File: src/rtl/brk_pkg.sv
package brk_pkg;
  localparam int unsigned DEF_AW = 64;
  localparam logic [63:0] DEF_DUMP_ADDR = 64'h0000_0000_0000_0110;
  typedef enum logic {DS_IDLE = 1'b0, DS_SEND = 1'b1} dump_st_e;
endpackage

File: src/rtl/brk_capture.sv
module brk_capture #(
  parameter int unsigned AW = 64
) (
  input  logic          clk,
  input  logic          rst_n,
  input  logic          ret_valid,
  input  logic [AW-1:0] ret_pc,
  input  logic          ret_taken,
  input  logic          ret_via_exec,
  input  logic [AW-1:0] exec_pc,
  output logic [AW-1:0] bear
);
  logic          upd;
  logic [AW-1:0] src;

  assign upd = ret_valid & ret_taken;
  assign src = ret_via_exec ? exec_pc : ret_pc;

  always_ff @(posedge clk) begin
    if (!rst_n)   bear <= '0;
    else if (upd) bear <= src;
  end

  a_r2_direct_pc: assert property (@(posedge clk) disable iff (!rst_n)
    (ret_valid && ret_taken && !ret_via_exec) |=> bear == $past(ret_pc));
  a_r4_exec_pc: assert property (@(posedge clk) disable iff (!rst_n)
    (ret_valid && ret_taken && ret_via_exec) |=> bear == $past(exec_pc));
  a_r3_hold: assert property (@(posedge clk) disable iff (!rst_n)
    !(ret_valid && ret_taken) |=> $stable(bear));
endmodule

File: src/rtl/brk_dump.sv
module brk_dump
  import brk_pkg::*;
#(
  parameter int unsigned AW = 64,
  parameter logic [AW-1:0] DUMP_ADDR = DEF_DUMP_ADDR[AW-1:0]
) (
  input  logic          clk,
  input  logic          rst_n,
  input  logic          irq,
  input  logic [AW-1:0] snap_in,
  output logic          st_valid,
  input  logic          st_ready,
  output logic [AW-1:0] st_addr,
  output logic [AW-1:0] st_data
);
  dump_st_e      state;
  logic [AW-1:0] hold_q;

  always_ff @(posedge clk) begin
    if (!rst_n) begin
      state  <= DS_IDLE;
      hold_q <= '0;
    end else begin
      case (state)
        DS_IDLE: if (irq) begin
          state  <= DS_SEND;
          hold_q <= snap_in;
        end
        DS_SEND: if (st_ready) state <= DS_IDLE;
        default: state <= DS_IDLE;
      endcase
    end
  end

  assign st_valid = (state == DS_SEND);
  assign st_addr  = DUMP_ADDR;
  assign st_data  = hold_q;

  a_r5_launch: assert property (@(posedge clk) disable iff (!rst_n)
    (!st_valid && irq) |=> (st_valid && st_data == $past(snap_in)));
  a_r6_stall_stable: assert property (@(posedge clk) disable iff (!rst_n)
    (st_valid && !st_ready) |=> (st_valid && $stable(st_data) && $stable(st_addr)));
  a_r7_single_beat: assert property (@(posedge clk) disable iff (!rst_n)
    (st_valid && st_ready) |=> !st_valid);
endmodule

File: src/rtl/brk_evt_rec.sv
module brk_evt_rec
  import brk_pkg::*;
#(
  parameter int unsigned AW = DEF_AW,
  parameter logic [AW-1:0] DUMP_ADDR = DEF_DUMP_ADDR[AW-1:0]
) (
  input  logic          clk,
  input  logic          rst_n,
  input  logic          ret_valid,
  input  logic [AW-1:0] ret_pc,
  input  logic          ret_taken,
  input  logic          ret_via_exec,
  input  logic [AW-1:0] exec_pc,
  input  logic          irq,
  output logic          st_valid,
  input  logic          st_ready,
  output logic [AW-1:0] st_addr,
  output logic [AW-1:0] st_data,
  output logic [AW-1:0] rd_bear
);
  logic [AW-1:0] bear;

  brk_capture #(.AW(AW)) u_cap (
    .clk(clk), .rst_n(rst_n), .ret_valid(ret_valid), .ret_pc(ret_pc),
    .ret_taken(ret_taken), .ret_via_exec(ret_via_exec), .exec_pc(exec_pc),
    .bear(bear)
  );

  brk_dump #(.AW(AW), .DUMP_ADDR(DUMP_ADDR)) u_dump (
    .clk(clk), .rst_n(rst_n), .irq(irq), .snap_in(bear),
    .st_valid(st_valid), .st_ready(st_ready), .st_addr(st_addr), .st_data(st_data)
  );

  assign rd_bear = bear;

  a_r8_old_value: assert property (@(posedge clk) disable iff (!rst_n)
    (!st_valid && irq && ret_valid && ret_taken) |=> st_data == $past(rd_bear));
endmodule

File: config.mk
export PLATFORM = sky130hd
export DESIGN_NAME = brk_evt_rec
export DESIGN_NICKNAME = d
export VERILOG_FILES = /design/src/rtl/brk_pkg.sv /design/src/rtl/brk_capture.sv /design/src/rtl/brk_dump.sv /design/src/rtl/brk_evt_rec.sv
export SDC_FILE = /design/constraint.sdc
export NUM_CORES = 1
export LEC_CHECK = 0
export BUFFER_PORTS_ARGS = -buffer_cell sky130_fd_sc_hd__buf_4
export CAP_MARGIN = 20
export CELL_PAD_IN_SITES_DETAIL_PLACEMENT = 0
export CELL_PAD_IN_SITES_GLOBAL_PLACEMENT = 2
export CORE_MARGIN = 4
export CORE_UTILIZATION = 27
export DETAILED_ROUTE_END_ITERATION = 12
export PLACE_DENSITY_LB_ADDON = 0.1
export SYNTH_ARGS = -nofsm -noshare
export SYNTH_HDL_FRONTEND = slang
export SYNTH_HIERARCHICAL = 1
export SYNTH_SLANG_ARGS = --single-unit
File: constraint.sdc
create_clock -name clk -period 2.33 [get_ports clk]
set_clock_uncertainty 0.15 [all_clocks]
set_input_delay 0.233 -clock clk [delete_from_list [all_inputs] [get_ports clk]]
set_output_delay 0.233 -clock clk [all_outputs]
set_load 0.005 [all_outputs]
# Word level (Yosys, flattened, before mapping)
# Cells that the tools add are included.
dict set report word_totals {
  ff_bits 129
  inputBits 135
}
dict set report op_classes {
  n_mux 4
  bitwise_logic 2
  reduce_logical 1
}
# op n
set ops {}
lappend ops {{$mux W64} 1}
lappend ops {{$mux W1} 2}
lappend ops {{$pmux W1 S2} 1}
lappend ops {{$reduce_and A2 Y1} 1}
lappend ops {{$and A1 B1 Y1} 1}
lappend ops {{$not A1 Y1} 1}

# Depth between registers and ports, before layout
dict set report logic_depth {
  depth_word 2
  mapped_depth 4
}

# By module
# The synthesis kept the hierarchy.
# mod instances cells_each area_per_inst_um2 seq_area_each_um2
set modules_own_cells {}
lappend modules_own_cells {brk_dump 1 347 3149.3 1301.2}
lappend modules_own_cells {brk_capture 1 292 2961.6 1281.2}

# Worst setup path before layout
# OpenSTA, ideal clock, no wires.
dict set report synth_timing {
  path_type {register to register}
  start {register u_dump.state, in the netlist u_dump/st_valid}
  end {register u_dump.hold_q[0], in the netlist u_dump/st_data[0]}
  arrival_time_ns 0.925
  required_ns 2.108
  slack_ns 1.183
  stages_incl_launch_ff 5
  n_path_buf 2
  synth_period_minus_slack_ns 1.147
  cell_sequence {dfxtp_1 -> nor2b_4 -> buf_12 -> buf_12 -> mux2i_1}
}
dict set report synth_between {
  elab_chain_cells 2
}
# item line
set synth_rtl {}
lappend synth_rtl {{start: declaration} brk_dump.sv:16} ;# dump_st_e state;
lappend synth_rtl {{start signal: assignment} brk_dump.sv:21} ;# state <= DS_IDLE;
lappend synth_rtl {{start signal: assignment} brk_dump.sv:26} ;# state <= DS_SEND;
lappend synth_rtl {{start signal: assignment} brk_dump.sv:29} ;# DS_SEND: if (st_ready) state <= DS_IDLE;
lappend synth_rtl {{$not A1 Y1} n/a}
lappend synth_rtl {{$reduce_and A2 Y1 (no source line)} n/a}
lappend synth_rtl {{end signal: assignment} brk_dump.sv:27} ;# hold_q <= snap_in;
lappend synth_rtl {{end: declaration} brk_dump.sv:17} ;# logic [AW-1:0] hold_q;
# No other way between the ends.
# A chain may end at the register's enable or synchronous reset.

# Worst setup path in the final report
dict set report layout_timing {
  start {input port irq}
  end {register u_dump.hold_q[18], in the netlist u_dump/st_data[18]}
}
dict set report layout_between {
  elab_chain_cells 1
}
# item line
set layout_rtl {}
lappend layout_rtl {{start: declaration} brk_evt_rec.sv:14} ;# input logic irq,
lappend layout_rtl {{$reduce_and A2 Y1 (no source line)} n/a}
# No other way between the ends.

==> results.ini <==
[worst_setup_path]
cp_cell_sequence = dlygate4sd3_1, buf_4, nor2b_4, buf_12, mux2i_1
slowest_stage = dlygate4sd3_1
start_kind = input pin
critPathMaxFanout = 64
crit_required_ns = 2.51
slowest_delay_ns = 0.52
critical_path_arrival_ns = 1.74
crit_buf_inv = 3
worstSetupEndpointType = flop
critical_path_class = in -> reg
timing.critical_path.max_delay_family = buffers and inverters

[synth]
syn_area_um2 = 6110
synthFlopType = dfxtp_1
netlist.area_leader.share = 0.423
yosysWarningCount = 6
synth_area_leaders = dfxtp_1, mux2i_1, buf_4
synth_edf_count = 0
synth_cells = 639
ys_seq_area_frac = 0.423
synthDistinctLibCells = 16
ys_ff_latch = 129
synth-async-reset-ratio = 0
avgSynthCellArea_um2 = 9.56
synth_commonest_cells = dfxtp_1, nand2_1, mux2i_1
synth_area_leader_cell = dfxtp_1

[grt]
grt_pass1_wl_um = 29000
busiest_layer = met2
met2_usage = 0.264
use_met1 = 0.180
grt_max_degree = 130
grtUsageTotal = 0.149
grt_overflow = 0
antenna_found_initial = 0
first_global_vias = 5171
use_met3 = 0.0332

[route]
viasPerCell = 4.46
firstDrtPassIters = 4
antenna_left = 0
drtIter0Drc = 162
wl_per_cell_um = 16.9
drc = 0
vias = 5210
drt_wl_total_um = 19700

[clocking]
cts_tree = yes
worstSkewPairLatency_ns = 0.41
clkTransAtPathRegs_ns = 0.06
cts_buffer_depth = 2
root_buffer = clkbuf_16
h-tree-depth = 4
clkSinkCount = 129
numCtsBuffers = 17

[cells_and_area]
diodes = 0
fin_util = 0.385
drive_gt1_frac = 0.346
syn2layout_area_growth_pct = 38.8
final_nets = 1011

[timing]
setup_tns_ns = 0
fmax_ghz = 0.643
period_share = 0.668
post-route-min-period_ns = 1.56
hold_viol_final = 0
max-slew-margin-rel = 0.593
rsz0062_at_grt = no
slew_viol_final = 0
tightest_slew_ns = 0.610
finalSetupViolations = 0

[power]
p_per_area_nw_per_um2 = 700
p_leak_uw = 0.00390
peakVddDrop_uv = 398

[floorplan]
die_w_um = 158
core_area_um2 = 22000
num_rows = 54
start_util = 0.277
io_pins = 328
die_area_um2 = 25100
die_h_um = 158

[place]
place.gp.congestion = 0.769
dp_hpwl_um = 14200
io_buffers = 263

[run]
drv_cap = 0

[hold_path]
holdCritPathClass = in -> reg

[run_status]
outcome = completed

worst paths after layout:
check / startpoint / end / slack (ns) / cells after the start
hold / removal: ret_pc[3] / u_cap/bear[3]$_SDFFE_PN0P_ / 0.03 / 3
setup / recovery: irq / u_dump/st_data[18]$_SDFFE_PN0P_ / 0.77 / 5
hold reg to reg: u_dump/st_data[62]$_SDFFE_PN0P_ / u_dump/st_data[62]$_SDFFE_PN0P_ / 0.31 / 2
setup reg to reg: u_dump/st_valid$_SDFF_PN0_ / u_dump/st_data[18]$_SDFFE_PN0P_ / 0.89 / 3
registers in the layout, summed over array words and instances (netlist names):
register,count
u_cap/bear,64
u_dump/st_data,64
u_dump/st_valid,1
tightest hold or removal path, cell delays in order:
cell and delay (ns):
buf_4 0.10, mux2i_1 0.12, a211oi_1 0.08
stage by stage:
stage | hold slack [ns] | setup slack [ns] | area [um2] | instances | power (uW)
finish | 0.0335 | 0.774 | 8480 | 1169 | 5930
global placement | 0.294 | 0.832 | 7870 | 1135 | 3350
global route | 0.0405 | 0.716 | 8480 | 1169 | 6220
CTS | 0.0108 | 0.809 | 8480 | 1169 | 6050
floorplan | 0.239 | 1.18 | 6340 | 701 | 2990
detailed placement | 0.299 | 0.776 | 7870 | 1135 | 3360
metal layers:
metal | wire (um) | part of all wire
met1 | 8040 | 0.41
met4 | 325 | 0.016
met3 | 1330 | 0.067
met5 | 0 | 0
met2 | 10000 | 0.51
cells by family after synthesis:
group           after synthesis  synth area share
compound gates              129             0.133
mux                         128             0.210
flops                       129             0.423
other cells                   2           0.00123
simple gates                131            0.0825
buf+inv                     120             0.151
timing repair:
item                                   CTS  global route
hold buffers                             2             0
setup buffers                            0             0
gates resized for setup                  0             0
endpoints found under the hold margin    1             0
where the power goes:
group	switching [uW]	internal [uW]	total, uW
combinational	422	463	885
sequential	89.3	2320	2410
clock	1000	1630	2640
cell type report:
class	count	area (um2)
fill	2255	13500
multi-input combinational	452	2840
sequential	129	2580
timing repair buffer	275	2120
clock buffer	19	453
tap	280	350
clock inverter	13	135
inverter	1	3.75
placed cells by master (no fill, tap or decap):
cell and count:
clkinv_2 5, buf_12 4, a211oi_1 64, nand2_1 129, clkbuf_8 2, buf_4 269
clkinv_4 2, and2_2 1, clkinvlp_4 2, dfxtp_1 129, nor2b_4 1, conb_1 64
mux2i_1 128, o211a_1 1, inv_6 2, a21oi_1 64, bufinv_16 2, dlygate4sd3_1 2
inv_2 1, clkbuf_16 17
Note: power is estimated with default switching activity, not from simulation.
